$ cat config.mk
export PLATFORM = sky130hd
export DESIGN_NAME = note_latch_mapper
export DESIGN_NICKNAME = d
export VERILOG_FILES = /design/src/rtl/nlm_pkg.sv /design/src/rtl/nlm_msg_decode.sv /design/src/rtl/nlm_map_rom.sv /design/src/rtl/nlm_latch_bank.sv /design/src/rtl/nlm_cmd_queue.sv /design/src/rtl/note_latch_mapper.sv
export SDC_FILE = /design/constraint.sdc
export NUM_CORES = 1
export LEC_CHECK = 0
export BUFFER_PORTS_ARGS = -buffer_cell sky130_fd_sc_hd__buf_2
export CORE_ASPECT_RATIO = 1.1
export CORE_MARGIN = 2
export CORE_UTILIZATION = 25
export DETAILED_ROUTE_END_ITERATION = 7
export PLACE_DENSITY = 0.45
export REMOVE_ABC_BUFFERS = 1
export SYNTH_ARGS = -nofsm -noshare
export SYNTH_HDL_FRONTEND = slang
export SYNTH_SLANG_ARGS = --single-unit
$ cat constraint.sdc
create_clock -name clk -period 8.3 [get_ports clk]
set_clock_uncertainty 0.2 [all_clocks]
set_input_delay 0.415 -clock clk [delete_from_list [all_inputs] [get_ports clk]]
set_output_delay 0.415 -clock clk [all_outputs]
set_load 0.005 [all_outputs]
$ cat src/rtl/nlm_pkg.sv
package nlm_pkg;
  localparam int NUM_LATCH = 8;
  localparam int LATCH_W   = 8;
  localparam int NOTE_W    = 7;
  localparam int NUM_NOTES = 1 << NOTE_W;
  localparam int SEL_W     = $clog2(NUM_LATCH + 1);
  localparam int IDX_W     = $clog2(NUM_LATCH);
  localparam logic [NOTE_W-1:0] CC_ALL_OFF = 7'd123;

  typedef enum logic [3:0] {
    ST_NOTE_OFF = 4'h8,
    ST_NOTE_ON  = 4'h9,
    ST_CTRL     = 4'hB
  } status_kind_e;

  typedef struct packed {
    logic [SEL_W-1:0]   sel;
    logic [LATCH_W-1:0] set_m;
    logic [LATCH_W-1:0] clr_m;
  } map_entry_t;

  // Map one note to its selector and masks; selector 0 = unmapped.
  function automatic map_entry_t build_entry(input int note, input int base);
    map_entry_t e;
    int rel;
    rel = note - base;
    e.sel   = '0;
    e.set_m = '0;
    e.clr_m = '1;
    if (rel >= 0 && rel < NUM_LATCH * LATCH_W) begin
      e.sel   = SEL_W'(rel / LATCH_W + 1);
      e.set_m = LATCH_W'(1) << (rel % LATCH_W);
      e.clr_m = ~e.set_m;
    end
    return e;
  endfunction

  function automatic logic [LATCH_W-1:0] apply_on(input logic [LATCH_W-1:0] img,
                                                  input logic [LATCH_W-1:0] m);
    return img | m;
  endfunction

  function automatic logic [LATCH_W-1:0] apply_off(input logic [LATCH_W-1:0] img,
                                                   input logic [LATCH_W-1:0] m);
    return img & m;
  endfunction
endpackage

$ cat src/rtl/nlm_msg_decode.sv
module nlm_msg_decode
  import nlm_pkg::*;
(
  input  logic              valid,
  input  logic [7:0]        status,
  input  logic [NOTE_W-1:0] data1,
  input  logic [NOTE_W-1:0] data2,
  output logic              evt_on,
  output logic              evt_off,
  output logic              evt_all_off
);
  logic [3:0] kind;
  logic       vel_zero;

  assign kind     = status[7:4];
  assign vel_zero = (data2 == '0);

  always_comb begin
    evt_on      = 1'b0;
    evt_off     = 1'b0;
    evt_all_off = 1'b0;
    if (valid) begin
      unique case (kind)
        ST_NOTE_ON: begin
          evt_on  = !vel_zero;
          evt_off = vel_zero;
        end
        ST_NOTE_OFF: evt_off = 1'b1;
        ST_CTRL:     evt_all_off = (data1 == CC_ALL_OFF);
        default: ;
      endcase
    end
  end
endmodule

$ cat src/rtl/nlm_map_rom.sv
module nlm_map_rom
  import nlm_pkg::*;
#(
  parameter int BASE_NOTE = 36
) (
  input  logic [NOTE_W-1:0] note,
  output map_entry_t        entry
);
  map_entry_t table_q [NUM_NOTES];

  for (genvar i = 0; i < NUM_NOTES; i++) begin : g_rom
    assign table_q[i] = build_entry(i, BASE_NOTE);
  end

  assign entry = table_q[note];
endmodule

$ cat src/rtl/nlm_latch_bank.sv
module nlm_latch_bank
  import nlm_pkg::*;
(
  input  logic                         clk,
  input  logic                         rst_n,
  input  logic                         upd_on,
  input  logic                         upd_off,
  input  logic [IDX_W-1:0]             upd_idx,
  input  logic [LATCH_W-1:0]           set_m,
  input  logic [LATCH_W-1:0]           clr_m,
  input  logic                         clear_all,
  output logic [NUM_LATCH*LATCH_W-1:0] img_flat
);
  for (genvar k = 0; k < NUM_LATCH; k++) begin : g_latch
    logic [LATCH_W-1:0] img_q;
    logic               hit;

    assign hit = (upd_idx == IDX_W'(k));

    always_ff @(posedge clk) begin
      if (!rst_n || clear_all) begin
        img_q <= '0;
      end else if (hit && upd_on) begin
        img_q <= apply_on(img_q, set_m);
      end else if (hit && upd_off) begin
        img_q <= apply_off(img_q, clr_m);
      end
    end

    assign img_flat[k*LATCH_W +: LATCH_W] = img_q;
  end
endmodule

$ cat src/rtl/nlm_cmd_queue.sv
module nlm_cmd_queue
  import nlm_pkg::*;
#(
  parameter int DEPTH = NUM_LATCH
) (
  input  logic               clk,
  input  logic               rst_n,
  input  logic               push,
  input  logic [IDX_W-1:0]   push_idx,
  input  logic               pop,
  input  logic               refill,
  output logic [IDX_W-1:0]   head,
  output logic [$clog2(DEPTH+1)-1:0] count,
  output logic               overflow,
  output logic               push_taken,
  output logic               push_dropped
);
  localparam int PTR_W = $clog2(DEPTH);
  localparam int CNT_W = $clog2(DEPTH + 1);

  logic [IDX_W-1:0] mem_q [DEPTH];
  logic [PTR_W-1:0] rd_q, wr_q;
  logic [CNT_W-1:0] cnt_q;
  logic             ovf_q;
  logic             pop_taken;

  function automatic logic [PTR_W-1:0] ptr_next(input logic [PTR_W-1:0] p);
    return (p == PTR_W'(DEPTH - 1)) ? '0 : p + 1'b1;
  endfunction

  assign pop_taken    = pop && (cnt_q != '0);
  assign push_taken   = push && ((cnt_q != CNT_W'(DEPTH)) || pop_taken);
  assign push_dropped = push && !push_taken;

  always_ff @(posedge clk) begin
    if (!rst_n) begin
      rd_q  <= '0;
      wr_q  <= '0;
      cnt_q <= '0;
      ovf_q <= 1'b0;
    end else if (refill) begin
      rd_q  <= '0;
      wr_q  <= '0;
      cnt_q <= CNT_W'(DEPTH);
    end else begin
      if (push_dropped) ovf_q <= 1'b1;
      if (pop_taken)    rd_q  <= ptr_next(rd_q);
      if (push_taken)   wr_q  <= ptr_next(wr_q);
      if (push_taken && !pop_taken)      cnt_q <= cnt_q + 1'b1;
      else if (pop_taken && !push_taken) cnt_q <= cnt_q - 1'b1;
    end
  end

  for (genvar s = 0; s < DEPTH; s++) begin : g_slot
    always_ff @(posedge clk) begin
      if (!rst_n) begin
        mem_q[s] <= '0;
      end else if (refill) begin
        mem_q[s] <= IDX_W'(s % NUM_LATCH);
      end else if (push_taken && wr_q == PTR_W'(s)) begin
        mem_q[s] <= push_idx;
      end
    end
  end

  assign head     = mem_q[rd_q];
  assign count    = cnt_q;
  assign overflow = ovf_q;
endmodule

$ cat src/rtl/note_latch_mapper.sv
module note_latch_mapper
  import nlm_pkg::*;
#(
  parameter int BASE_NOTE = 36
) (
  input  logic        clk,
  input  logic        rst_n,
  input  logic        msg_valid,
  input  logic [7:0]  msg_status,
  input  logic [6:0]  msg_data1,
  input  logic [6:0]  msg_data2,
  input  logic        q_pop,
  output logic [2:0]  q_head,
  output logic        q_empty,
  output logic        q_full,
  output logic [3:0]  q_count,
  output logic        overflow,
  output logic [63:0] latch_img
);
  localparam int CNT_W = $clog2(NUM_LATCH + 1);

  logic       evt_on, evt_off, evt_all_off;
  map_entry_t entry;
  logic       mapped;
  logic       upd_on, upd_off;
  logic       push_evt, unmapped_evt;
  logic [IDX_W-1:0] upd_idx;
  logic       push_taken, push_dropped;
  logic [CNT_W-1:0] cnt;

  nlm_msg_decode u_dec (
    .valid       (msg_valid),
    .status      (msg_status),
    .data1       (msg_data1),
    .data2       (msg_data2),
    .evt_on      (evt_on),
    .evt_off     (evt_off),
    .evt_all_off (evt_all_off)
  );

  nlm_map_rom #(.BASE_NOTE(BASE_NOTE)) u_rom (
    .note  (msg_data1),
    .entry (entry)
  );

  assign mapped       = (entry.sel != '0);
  assign upd_on       = evt_on  && mapped;
  assign upd_off      = evt_off && mapped;
  assign push_evt     = upd_on || upd_off;
  assign unmapped_evt = (evt_on || evt_off) && !mapped;
  assign upd_idx      = IDX_W'(entry.sel - 1'b1);

  nlm_latch_bank u_bank (
    .clk       (clk),
    .rst_n     (rst_n),
    .upd_on    (upd_on),
    .upd_off   (upd_off),
    .upd_idx   (upd_idx),
    .set_m     (entry.set_m),
    .clr_m     (entry.clr_m),
    .clear_all (evt_all_off),
    .img_flat  (latch_img)
  );

  nlm_cmd_queue #(.DEPTH(NUM_LATCH)) u_q (
    .clk          (clk),
    .rst_n        (rst_n),
    .push         (push_evt),
    .push_idx     (upd_idx),
    .pop          (q_pop),
    .refill       (evt_all_off),
    .head         (q_head),
    .count        (cnt),
    .overflow     (overflow),
    .push_taken   (push_taken),
    .push_dropped (push_dropped)
  );

  assign q_count = cnt;
  assign q_empty = (cnt == '0);
  assign q_full  = (cnt == CNT_W'(NUM_LATCH));
endmodule

== Word level (Yosys, flattened, before mapping) ==
Memories as Yosys holds them, arrays and structs flattened. A register that Yosys moved wholly into a read port is not among the register bits.
Cells that the tools add are included.

* Add/subtract/negate cells: 5
* Magnitude comparators: 1
* Equality and inequality tests: 21
* Multiplexer cells: 83
* Bitwise operators: 35
* Reduce and logical (&&, ||, !) cells: 56

{| class="wikitable"
|+ Operators with widths
! operator !! number
|-
| 8-bit 2-to-1 mux || 16
|-
| 8-bit bitwise AND || 8
|-
| 8-bit bitwise OR || 8
|-
| 3-bit 2-to-1 mux || 20
|-
| 1-bit 2-to-1 mux || 41
|-
| 20-bit 2-to-1 mux || 2
|-
| 1-bit logical AND || 31
|-
| 3-bit equality test, second input constant || 9
|-
| 2-bit nonzero test || 9
|-
| 4-bit equality test, second input constant || 4
|-
| 1-bit bitwise OR || 16
|-
| 3-bit by 2-bit equality test with 1-bit output, second input constant || 4
|-
| 4-bit 2-to-1 mux || 3
|-
| 8-bit >= comparator, second input constant || 1
|-
| 7-bit NOT with 8-bit output || 1
|-
| 4-bit nonzero test || 2
|-
| 7-bit equality test, second input constant || 1
|-
| 7-bit logical NOT || 1
|-
| 3-bit by 1-bit adder with 3-bit output, second input constant || 2
|-
| 3-bit by 1-bit equality test with 1-bit output, second input constant || 2
|-
| 3-bit logical NOT || 2
|-
| 4-bit by 1-bit adder with 4-bit output, second input constant || 1
|-
| 1-bit logical NOT || 4
|-
| 4-bit logical NOT || 1
|-
| 9 further kinds || 12
|}

* Bits in registers: 75
* Memory bits (writable): 24
* Bits in read-only memories: 2,560
* Input bits: 26
* Output and inout bits: 74
* Word-level logic and storage cells: 216
* Memories kept: 2

{| class="wikitable"
|+ Memories
! memory !! depth !! width !! read ports !! clocked after Yosys merged registers in !! wr ports !! RTL line !! text
|-
| (name not given) || 128 || 20 || 1 || 0 || 0 || nlm_map_rom.sv:15 || <nowiki>assign entry = table_q[note];</nowiki>
|-
| u_q.mem_q || 8 || 3 || 1 || 1 || 8 || nlm_cmd_queue.sv:21 || <nowiki>logic [IDX_W-1:0] mem_q [DEPTH];</nowiki>
|}

== Longest topological paths before layout ==
Gate-level depths: netlist of the first run.

* Depth in word-level cells: 14
* Gate-level depth with buffers: 15

== Hierarchy ==
A second synthesis of the first run with hierarchy kept.

* Cells, all modules: 509
* Area, all modules: 5,241.3 sq um

{| class="wikitable"
|+ By module, submodules not included
! module !! instances !! cells each !! area an instance (sq um)
|-
| nlm_latch_bank || 1 || 265 || 2,685.1
|-
| nlm_cmd_queue || 1 || 173 || 1,973.1
|-
| nlm_map_rom || 1 || 48 || 420.4
|-
| note_latch_mapper || 1 || 12 || 92.6
|-
| nlm_msg_decode || 1 || 11 || 70.1
|}

== Worst setup path after synthesis of the first run ==
No wires, ideal clock.

* Path type: input-to-reg
* Start: in msg_data1[2]
* End: reg u_q.cnt_q[3], in the netlist u_q.count[3]
* Setup time: 0.120 ns
* Arrival: 3.078 ns
* Required time: 7.980 ns
* Setup slack: 4.902 ns
* Stages on the path: 15
* Buffers on the path: 1
* Path through: buf_2 inv_1 ha_1 nand2_1 ha_1 a311o_1 clkinv_1 ha_1 inv_1 ha_1 a21o_1 a21oi_1 xnor2_1 nor3_1 o31a_1

* Word-level cells in the longest chain between the ends: 11

{| class="wikitable"
|+ RTL lines
! element !! RTL line !! text
|-
| from (decl) || note_latch_mapper.sv:10 || <nowiki>input logic [6:0] msg_data1,</nowiki>
|-
| 7-bit NOT with 8-bit output (implied by the code) || nlm_map_rom.sv:15 ||
|-
| memory read 128 x 20 bit || -- ||
|-
| 20-bit 2-to-1 mux (implied by the code) (2 in a row) || nlm_map_rom.sv:15 ||
|-
| 4-bit nonzero test || note_latch_mapper.sv:46 || <nowiki>assign mapped = (entry.sel != '0);</nowiki>
|-
| 1-bit logical AND (on tied branches) || note_latch_mapper.sv:47, note_latch_mapper.sv:48 ||
|-
| 1-bit logical OR || note_latch_mapper.sv:49 || <nowiki>assign push_evt = upd_on || upd_off;</nowiki>
|-
| 1-bit logical AND || nlm_cmd_queue.sv:32 || <nowiki>assign push_taken = push && ((cnt_q != CNT_W'(DEPTH)) || pop_taken);</nowiki>
|-
| 1-bit logical AND / 1-bit logical NOT (equally long branches) || nlm_cmd_queue.sv:49, nlm_cmd_queue.sv:50 ||
|-
| 4-bit 2-to-1 mux / 1-bit logical AND (equally long branches) || nlm_cmd_queue.sv:49, nlm_cmd_queue.sv:50 ||
|-
| 4-bit 2-to-1 mux / 3-bit nonzero test (equally long branches) || -- ||
|-
| to (signal assigned) || nlm_cmd_queue.sv:44 || <nowiki>cnt_q <= CNT_W'(DEPTH);</nowiki>
|-
| to (signal assigned) || nlm_cmd_queue.sv:49 || <nowiki>if (push_taken && !pop_taken) cnt_q <= cnt_q + 1'b1;</nowiki>
|-
| to (signal assigned) || nlm_cmd_queue.sv:50 || <nowiki>else if (pop_taken && !push_taken) cnt_q <= cnt_q - 1'b1;</nowiki>
|-
| to (decl) || nlm_cmd_queue.sv:23 || <nowiki>logic [CNT_W-1:0] cnt_q;</nowiki>
|}

Several ways; a longest one is shown, not always the timed one. The select of a mux whose other input is x is not followed.
A chain may end at the register's enable or synchronous reset.

== Worst setup path in the final report of the first run ==
Same ends and word-level chain as after synthesis.

==> impl_metrics.yaml, run 1 <==
synthesis:
  yosys_most_used_dff: "dfxtp_1"
  syn_avg_cell_area_um2: 9.873
  yosysMostFrequentCell: "nand2_1"
  synth_warnings: 0
  syn_area_mm2: 0.004976
  yosys.area.top_type: "dfxtp_1"
  netlist_instances: 504
  ys_top_cells_by_count: "82 x nand2_1, 78 x dfxtp_1, 67 x mux2i_1"
  synth_top_area_share: 0.3138
  seq_area_frac_synth: 0.4586
  ys_ff_latch: 102
  synth_edf_count: 24
  ys_top_cells_by_area: "dfxtp_1 31%, edfxtp_1 14%, mux2i_1 13%, nand3_1 6.6%, nand2_1 6.2%"
  synthDistinctLibCells: 49
  async_flop_share: 0
clock_tree:
  cts_root_buf: "clkbuf_16"
  cts.sinks: 102
  clock_latency_ps: 360
  cts_buffers: 9
  post_cts_resized: 0
  htreeDepth: 3
  cts_tree: "done"
  cts_setup_buffers: 0
  clock_path_buffers: 2
  cts.clk_slew.worst_paths_ps: 80
  ctsHoldBuffers: 0
final_layout:
  utilization: 0.3017
  area_growth_pct: 19.21
  fin_nets: 621
  drive_gt1_frac: 0.2453
  antenna_cells: 0
  finalInstanceArea_mm2: 0.005932
placed_design:
  numPortBuffers: 95
  place_area_mm2: 0.005643
  gp_congestion: 0.7589
  pre_cts_ws_ps: 3801
  dpl.hpwl_um: 9016
timing:
  maxSlewViolCount: 0
  min_period_ps: 4165
  period_share: 0.5019
  timing.slew.headroom: 0.2172
  worst_slack_ps: 4135
  hold_viol: 0
  setup-tns-final_ps: 0
  timing.fmax_mhz: 240.1
  setup_viol: 0
  worst_pin_slew_ps: 1174
  fin_hold_ws_ps: 172.1
  rsz0062_at_grt: "no"
setup_path:
  crit_path_end_kind: "flip-flop"
  path_class: "input port to flip-flop"
  cp.required_ps: 8350
  worst_r2r_path_depth: 12
  crit_fanout: 20
  cp-start-kind: "input port"
  cp.arrival_ps: 4220
floorplan:
  io_pins: 100
  start_util: 0.2531
  core_area_mm2: 0.01966
  rows: 54
  die_area_mm2: 0.02105
  fp.dieH_um: 152.0
  fp.dieW_um: 138.5
drt:
  route.met3.wl_um: 723
  wl_met2_um: 6551
  vias: 3798
  ant_nets: 0
  vias_per_cell: 4.570
  drt-met1-wl_um: 5809
  drtIter0Drc: 190
  wire_per_inst_um: 15.85
  routed_wl_um: 13170
  drcViolationCount: 0
  firstDrtPassIters: 4
  top_layer: "met4"
worst_hold_path:
  min_path_cells: 2
  hp-class: "input port to flip-flop"
flow_run:
  drv_cap: 0
outcome:
  run_status: "finished, final reports clean"
grt:
  grt_pass1_vias: 3901
  grt_pass1_wl_um: 21720
  grt.total_usage: 0.1288
  grt_max_degree: 74
  antenna_found_initial: 0
  gr-total-overflow: 0
power_and_ir_drop:
  leakage_uw: 0.002721
  ir_worst_vdd_v: 0.00009395
  power.density_mw_per_mm2: 199.7
## state kept, by name, summed over array words and instances, names as in the netlist, named ones only
register	flops
u_q.wr_q	3
u_q.mem_q	24
u_q.rd_q	3
u_bank.g_latch.img_q	64
u_q.count	4
u_q.overflow	1
## cell type report
type / count / area, um2
fillers: 2012 / 13730
multi-input cells: 347 / 2484
flip-flops and latches: 102 / 2282
repair buffers: 99 / 505.5
well taps: 252 / 315.3
clock buffers: 9 / 225.2
clock inverters: 7 / 63.81
inverters: 15 / 56.30
## placed cells by master, fill, tap and decap left out, types with 6 or more instances in the layout
master | Yosys | final
inv_1 | 14 | 14
nand3_1 | 66 | 65
buf_2 | 15 | 95
ha_1 | 20 | 20
nor2_1 | 19 | 18
nand2_1 | 82 | 82
clkbuf_16 | 0 | 9
mux4_2 | 6 | 6
edfxtp_1 | 24 | 24
dfxtp_1 | 78 | 78
mux2i_1 | 67 | 67
nor3_1 | 6 | 6
o21ai_0 | 11 | 11
## where the power goes
part	internal (uW)	switching (uW)
combinational	94.2	119
clock	211	207
sequential	527	26.1
total	832	353
## per-layer routing
layer,vias up,GRT usage
li1,1910,-
met3,7,0.03278
met5,-,0
met1,1801,0.1596
met2,80,0.2218
met4,0,0.03644
## cell families (layout without fill, tap and decap cells)
group,count (synthesis),in the layout,synth area share
AND/OR/NAND/NOR,206,206,0.2049
flip-flops,102,102,0.4586
multiplexers,76,76,0.1687
buffers and inverters,55,130,0.04828
AO/OA/AOI/OAI,37,37,0.05130
adder cells (fa/ha/maj),21,21,0.05431
XOR/XNOR,7,7,0.01383
## per-stage QoR
step | std cells | total power [uW]
2_1_floorplan | 464 | 701.8
3_3_place_gp | 815 | 776.0
3_5_place_dp | 815 | 781.7
4_1_cts | 831 | 1207
5_1_grt | 831 | 1250
6_report | 831 | 1185
## critical path, cell delays in order
cell and delay (ps):
buf_2 190, inv_1 120, ha_1 310, nand2_1 190
ha_1 270, a311o_1 690, clkinv_1 470, ha_1 350
inv_1 120, ha_1 240, a21o_1 170, a21oi_1 170
xnor2_1 160, nor3_1 70, o31a_1 270
## worst paths after layout
path                                   start                    endpoint  slack (ps)
setup / recovery                msg_data1[2]                u_q.count[3]        4130
hold / removal                         rst_n                u_q.overflow         170
setup reg to reg                u_q.count[0]                u_q.count[3]        4250
hold reg to reg   u_bank.g_latch[2].img_q[1]  u_bank.g_latch[2].img_q[1]         260
Power figures use the tool's default switching activity.
==> inputs of run 2 (changes only) <==
- PLACE_DENSITY: 0.45 -> 0.46
- clock period: 8.3 -> 3.7 ns (I/O delays scaled with it)
==> run 2 against run 1 <==
Against the previous run: combinational power is 130% higher; first-iteration DRC count is 16% lower; count of clock-buffer cells in the layout is 1 higher; largest cell class unchanged; wire length is 1.8% lower; core utilization is 0.63 points higher; largest power group unchanged; clock power is 150% higher; non-clock buffer count is 12 higher; sequential share of layout area is 0.79 points lower.
==> impl_metrics.yaml, run 2 (synthesized netlist as in run 1, its figures left out) <==
drt:
  drtIter0Drc: 160
  drcViolationCount: 0
  routed_wl_um: 12940
  ant_nets: 0
  firstDrtPassIters: 4
  wire_per_inst_um: 15.35
  vias: 3842
  vias_per_cell: 4.558
timing:
  hold_viol: 0
  timing.slew.headroom: 0.4024
  period_share: 0.8419
  maxSlewViolCount: 0
  timing.fmax_mhz: 321.0
  min_period_ps: 3115
  worst_pin_slew_ps: 889.0
  setup_viol: 0
  rsz0062_at_grt: "no"
final_layout:
  antenna_cells: 0
  layout_common_cells: "95 x buf_2, 82 x nand2_1, 78 x dfxtp_1, 67 x mux2i_1, 65 x nand3_1"
  area_growth_pct: 21.70
  top_register: "u_bank.g_latch.img_q"
  largest_reg_flops: 64
  final_common_cell: "buf_2"
  fill_cells: 2015
  drive_gt1_frac: 0.2572
  finalInstanceArea_mm2: 0.006056
  instances_no_fill: 843
  fin_nets: 633
floorplan:
  fp.dieH_um: 152.0
  core_area_mm2: 0.01966
  die_area_mm2: 0.02105
  io_pins: 100
  rows: 54
  fp.dieW_um: 138.5
  start_util: 0.2531
grt:
  grt_max_degree: 65
  antenna_found_initial: 0
  grt_pass1_wl_um: 20820
  grt.total_usage: 0.1232
  grt_pass1_vias: 3898
  gr-total-overflow: 0
setup_path:
  cp-start-kind: "flip-flop"
  cp.required_ps: 3750
  cp.arrival_ps: 3160
  crit_fanout: 6
  path_class: "flip-flop to flip-flop"
  crit_path_end_kind: "flip-flop"
placed_design:
  place_inst: 826
  place_area_mm2: 0.005725
  gp_congestion: 0.7877
  dpl.hpwl_um: 9239
  numPortBuffers: 95
clock_tree:
  cts_buffers: 9
  htreeDepth: 3
  cts.clk_slew.worst_paths_ps: 70
  clock_latency_ps: 350
  cts_root_buf: "clkbuf_16"
  clock_path_buffers: 2
  post_cts_resized: 0
  cts.sinks: 102
  cts_tree: "done"
power_and_ir_drop:
  power.density_mw_per_mm2: 455.8
  leakage_uw: 0.002793
  ir_worst_vdd_v: 0.0001974
flow_run:
  drv_cap: 0
worst_hold_path:
  hp-class: "input port to flip-flop"
outcome:
  run_status: "finished, final reports clean"
## run 2: cell count changes in the layout (fill, tap and decap cells not counted)
cell / previous run / this run
bufinv_16: 0 / 2
buf_4: 4 / 15
clkbuf_1: 0 / 1
clkinv_4: 3 / 1
clkinv_2: 0 / 1
inv_8: 2 / 0
inv_6: 1 / 2
dlygate4sd3_1: 0 / 1
inv_4: 1 / 0
## run 2: path summary, 6_finish.rpt
check / start / endpoint / slack (ps) / cells past startpoint
max: u_q.count[0] / u_q.count[3] / 580 / 12
min: q_pop / u_q.overflow / 70 / 5
max reg2reg: u_q.count[0] / u_q.count[3] / 580 / 12
min reg2reg: u_bank.g_latch[5].img_q[2] / u_bank.g_latch[5].img_q[2] / 250 / 2
## run 2: layer usage
| layer | part of all wire | track usage | wire, um |
|---|---|---|---|
| met1 | 0.45 | 0.1521 | 5814 |
| met2 | 0.48 | 0.2070 | 6200 |
| met3 | 0.054 | 0.03183 | 703 |
| met4 | 0.017 | 0.04616 | 216 |
| met5 | 0 | 0 | 0 |
## run 2: timing repair
item | CTS | global route
hold endpoints to repair | 2 | 0
hold buffers | 1 | 0
endpoints found under the setup margin | 0 | 0
buffers inserted | 0 | 0
## run 2: final cells by class
type                    instances  area [um2]  area share
clock buffers                  10       229.0     0.03781
clock inverters                 6       91.34     0.01508
inverters                      15       56.30    0.009298
multi-input cells             347        2484      0.4101
flip-flops and latches        102        2282      0.3769
well taps                     252       315.3     0.05207
repair buffers                111       598.1     0.09876
## run 2: through the flow
| stage | power (uW) | setup TNS (ps) | hold slack, ps | worst slack (ps) | util |
|---|---|---|---|---|---|
| floorplan | 1574 | -109730 | 102.7 | -1617 | - |
| global placement | 1748 | 0 | 243.4 | 406.4 | 0.2912 |
| detailed placement | 1762 | 0 | 249.1 | 333.8 | 0.2912 |
| CTS | 2794 | 0 | 70.43 | 552.8 | 0.3080 |
| global route | 2888 | 0 | 119.9 | 348.9 | 0.3080 |
| finish | 2760 | 0 | 69.31 | 584.9 | 0.3080 |
## run 2: power breakdown
group	switching, uW	leakage (uW)	internal (uW)
combinational	268	0.00176	220
sequential	57.9	0.000876	1180
clock	434	0.000157	598
## run 2: worst max-delay path: stages, from the launching register on
cell	delay, ps
dfxtp_1	380
nor4b_1	400
nor2b_1	280
a311o_1	190
clkinv_1	100
ha_1	230
inv_1	120
ha_1	250
a21o_1	170
a21oi_1	170
xnor2_1	160
nor3_1	70
o31a_1	280
==> inputs of run 3 (changes only) <==
- ABC_AREA: not set -> 1
- PLACE_DENSITY: 0.46 -> 0.45
- clock period: 3.7 -> 2.55 ns (I/O delays scaled with it)
==> run 3 against run 2 <==
Against the previous run: worst hold slack worse by 58 ps; core utilization increased by 0.38 points; total power increased by 53%; via count increased by 43%; combinational power grew 91%; critical path type is now input port to flip-flop; largest power group unchanged; highest routed layer unchanged.
==> impl_metrics.yaml, run 3 <==
outcome:
  run_status: "finished, final reports clean"
final_layout:
  largest_reg_flops: 64
  antenna_cells: 0
  top_register: "u_bank.g_latch.img_q"
  finalInstanceArea_mm2: 0.007321
  fin_nets: 1018
  area_growth_pct: 23.15
  fill_cells: 2618
  final_common_cell: "nand2_1"
  layout_common_cells: "179 x nand2_1, 157 x inv_1, 116 x nor2_1, 95 x buf_2, 88 x nand3_1"
  drive_gt1_frac: 0.2039
synthesis:
  syn_area_mm2: 0.005944
  yosys.area.top_type: "dfxtp_1"
  async_flop_share: 0
  seq_area_frac_synth: 0.3839
  yosys_most_used_dff: "dfxtp_1"
  syn_avg_cell_area_um2: 6.953
  ys_top_cells_by_count: "179 x nand2_1, 158 x inv_1, 116 x nor2_1"
  yosysMostFrequentCell: "nand2_1"
  synth_warnings: 0
  synthDistinctLibCells: 32
  ys_ff_latch: 102
  synth_top_area_share: 0.2627
  synth_edf_count: 24
  ys_top_cells_by_area: "dfxtp_1 26%, edfxtp_1 12%, nand2_1 11%, inv_1 10%, nand3_1 7.5%"
  netlist_instances: 855
power_and_ir_drop:
  p_total_uw: 4216
  ir_worst_vdd_v: 0.0003586
  leakage_uw: 0.003458
  power.density_mw_per_mm2: 575.9
timing:
  timing.fmax_mhz: 439.9
  maxSlewViolCount: 0
  min_period_ps: 2273
  rsz0062_at_grt: "no"
  setup_viol: 0
  timing.slew.headroom: 0.6770
  worst_pin_slew_ps: 483.3
  setup-tns-final_ps: 0
  hold_viol: 0
  fin_hold_ws_ps: 11.54
  worst_slack_ps: 276.8
  period_share: 0.8915
grt:
  gr-total-overflow: 0
  grt.total_usage: 0.1425
  grt_pass1_wl_um: 28240
  grt_pass1_vias: 5274
  antenna_found_initial: 0
  grt_max_degree: 65
setup_path:
  path_class: "input port to flip-flop"
  crit_fanout: 3
  reg2reg_setup_slack_ps: 330
  cp-start-kind: "input port"
  critPathTopFamily: "adder cells"
  reg2reg_from: "u_q.count[0]"
  rr_endpoint: "u_q.count[2]"
  worst_r2r_path_depth: 12
  path_buf_inv: 4
  path_cells: "buf_2 > ha_1 > nand2_1 > o21ai_0 > nor2_1 > inv_1 > ha_2 > nand3_2 > nor2_2 > nor3_4 > ha_2 > inv_2 > buf_4 > fa_1 > xor2_1 > nand2_1 > a21oi_1"
  cp_num_cells: 17
  crit_path_end_kind: "flip-flop"
  cpPeakStageDelay_ps: 360
  crit_slowest_cell: "fa_1"
  cp.arrival_ps: 2360
  cp.required_ps: 2640
worst_hold_path:
  hold_start: "q_pop"
  hold_end: "u_q.overflow"
  min_path_cells: 5
  hp-class: "input port to flip-flop"
placed_design:
  place_area_mm2: 0.006958
  pre_cts_ws_ps: -231.6
  numPortBuffers: 95
  dpl.hpwl_um: 11770
  gp_congestion: 0.7339
clock_tree:
  cts.sinks: 102
  cts_buffers: 9
  htreeDepth: 3
  cts_tree: "done"
  clock_path_buffers: 2
  cts.clk_slew.worst_paths_ps: 70
  clock_latency_ps: 350
  cts_root_buf: "clkbuf_16"
drt:
  vias_per_cell: 4.281
  drcViolationCount: 0
  wire_per_inst_um: 13.48
  firstDrtPassIters: 4
  drtIter0Drc: 314
  vias: 5484
  ant_nets: 0
  routed_wl_um: 17270
floorplan:
  io_pins: 100
  fp.dieH_um: 165.7
  die_area_mm2: 0.02503
  start_util: 0.2532
  rows: 59
  core_area_mm2: 0.02348
  fp.dieW_um: 151.0
flow_run:
  drv_cap: 0
==> run 3: cell count changes in the layout (fill, tap and decap cells not counted), sizes merged, moves of 43 or more <==
| cell | previous run | this run |
|---|---|---|
| buf | 110 | 153 |
| inv | 16 | 162 |
| mux2i | 67 | 0 |
| nand2 | 82 | 182 |
| nand4 | 2 | 66 |
| nor2 | 23 | 130 |
==> run 3: worst reg2reg max path, delay by kind of cell (launching register included) <==
family / cells / cell delay, ps
adders and majority gates: 2 / 580
xor gates and xnor gates: 1 / 140
DFF: 1 / 330
AOI/OAI and AO/OA: 1 / 110
buffers and inverters: 3 / 340
and+or+nand+nor: 5 / 450
==> run 3: cell type report <==
| cell class | count | area, um2 | area share |
|---|---|---|---|
| Multi-Input combinational cell | 541 | 2760 | 0.3770 |
| Sequential cell | 102 | 2282 | 0.3117 |
| Timing Repair Buffer | 154 | 958.4 | 0.1309 |
| Inverter | 163 | 611.8 | 0.08358 |
| Tap cell | 305 | 381.6 | 0.05213 |
| Clock buffer | 11 | 275.3 | 0.03760 |
| Clock inverter | 5 | 51.30 | 0.007007 |
==> run 3: logic make-up (layout without fill, tap and decap cells) <==
kind of cell	after synthesis	count (layout)	synth area share
compound gates	41	41	0.03810
xor+xnor	5	5	0.008632
fa+ha+maj	21	21	0.04546
buf+inv	212	333	0.1585
flops	102	102	0.3839
simple gates	474	474	0.3654
==> run 3: worst max-delay path by stage <==
stage	slack [ps]	from	endpoint
floorplan	-980	msg_data1[2]	u_q.mem_q[7][0]
global placement	-210	msg_data1[2]	u_q.count[3]
detailed placement	-230	msg_data1[2]	u_q.count[3]
CTS	150	msg_data1[2]	u_q.count[3]
global route	10	msg_data1[2]	u_q.count[2]
finish	280	msg_data1[2]	u_q.count[2]
==> run 3: routing by layer <==
| layer | wire length, um | global-route usage |
|---|---|---|
| met4 | 273 | 0.03454 |
| met5 | 0 | 0 |
| met3 | 602 | 0.02479 |
| met2 | 8060 | 0.2332 |
| met1 | 8337 | 0.1945 |
==> run 3: what timing repair did <==
action / 4_1_cts / 5_1_grt
endpoints found under the hold margin: 5 / 0
setup endpoints to repair: 0 / 2
resized for setup: 0 / 6
buffers inserted: 0 / 0
hold buffers: 1 / 0
==> run 3: where the power goes <==
group          total (uW)  internal, uW  switching (uW)  leakage (uW)
Combinational         931           364             567       0.00242
Clock                1520           877             645      0.000161
Sequential           1760          1710            53.9      0.000877
==> run 3: per-stage QoR <==
| stage | cells | utilization |
|---|---|---|
| after CTS | 1281 | 0.3107 |
| final | 1281 | 0.3119 |
| after global placement | 1264 | 0.2964 |
| after floorplan | 806 | - |
| after global routing | 1281 | 0.3119 |
| after detailed placement | 1264 | 0.2964 |
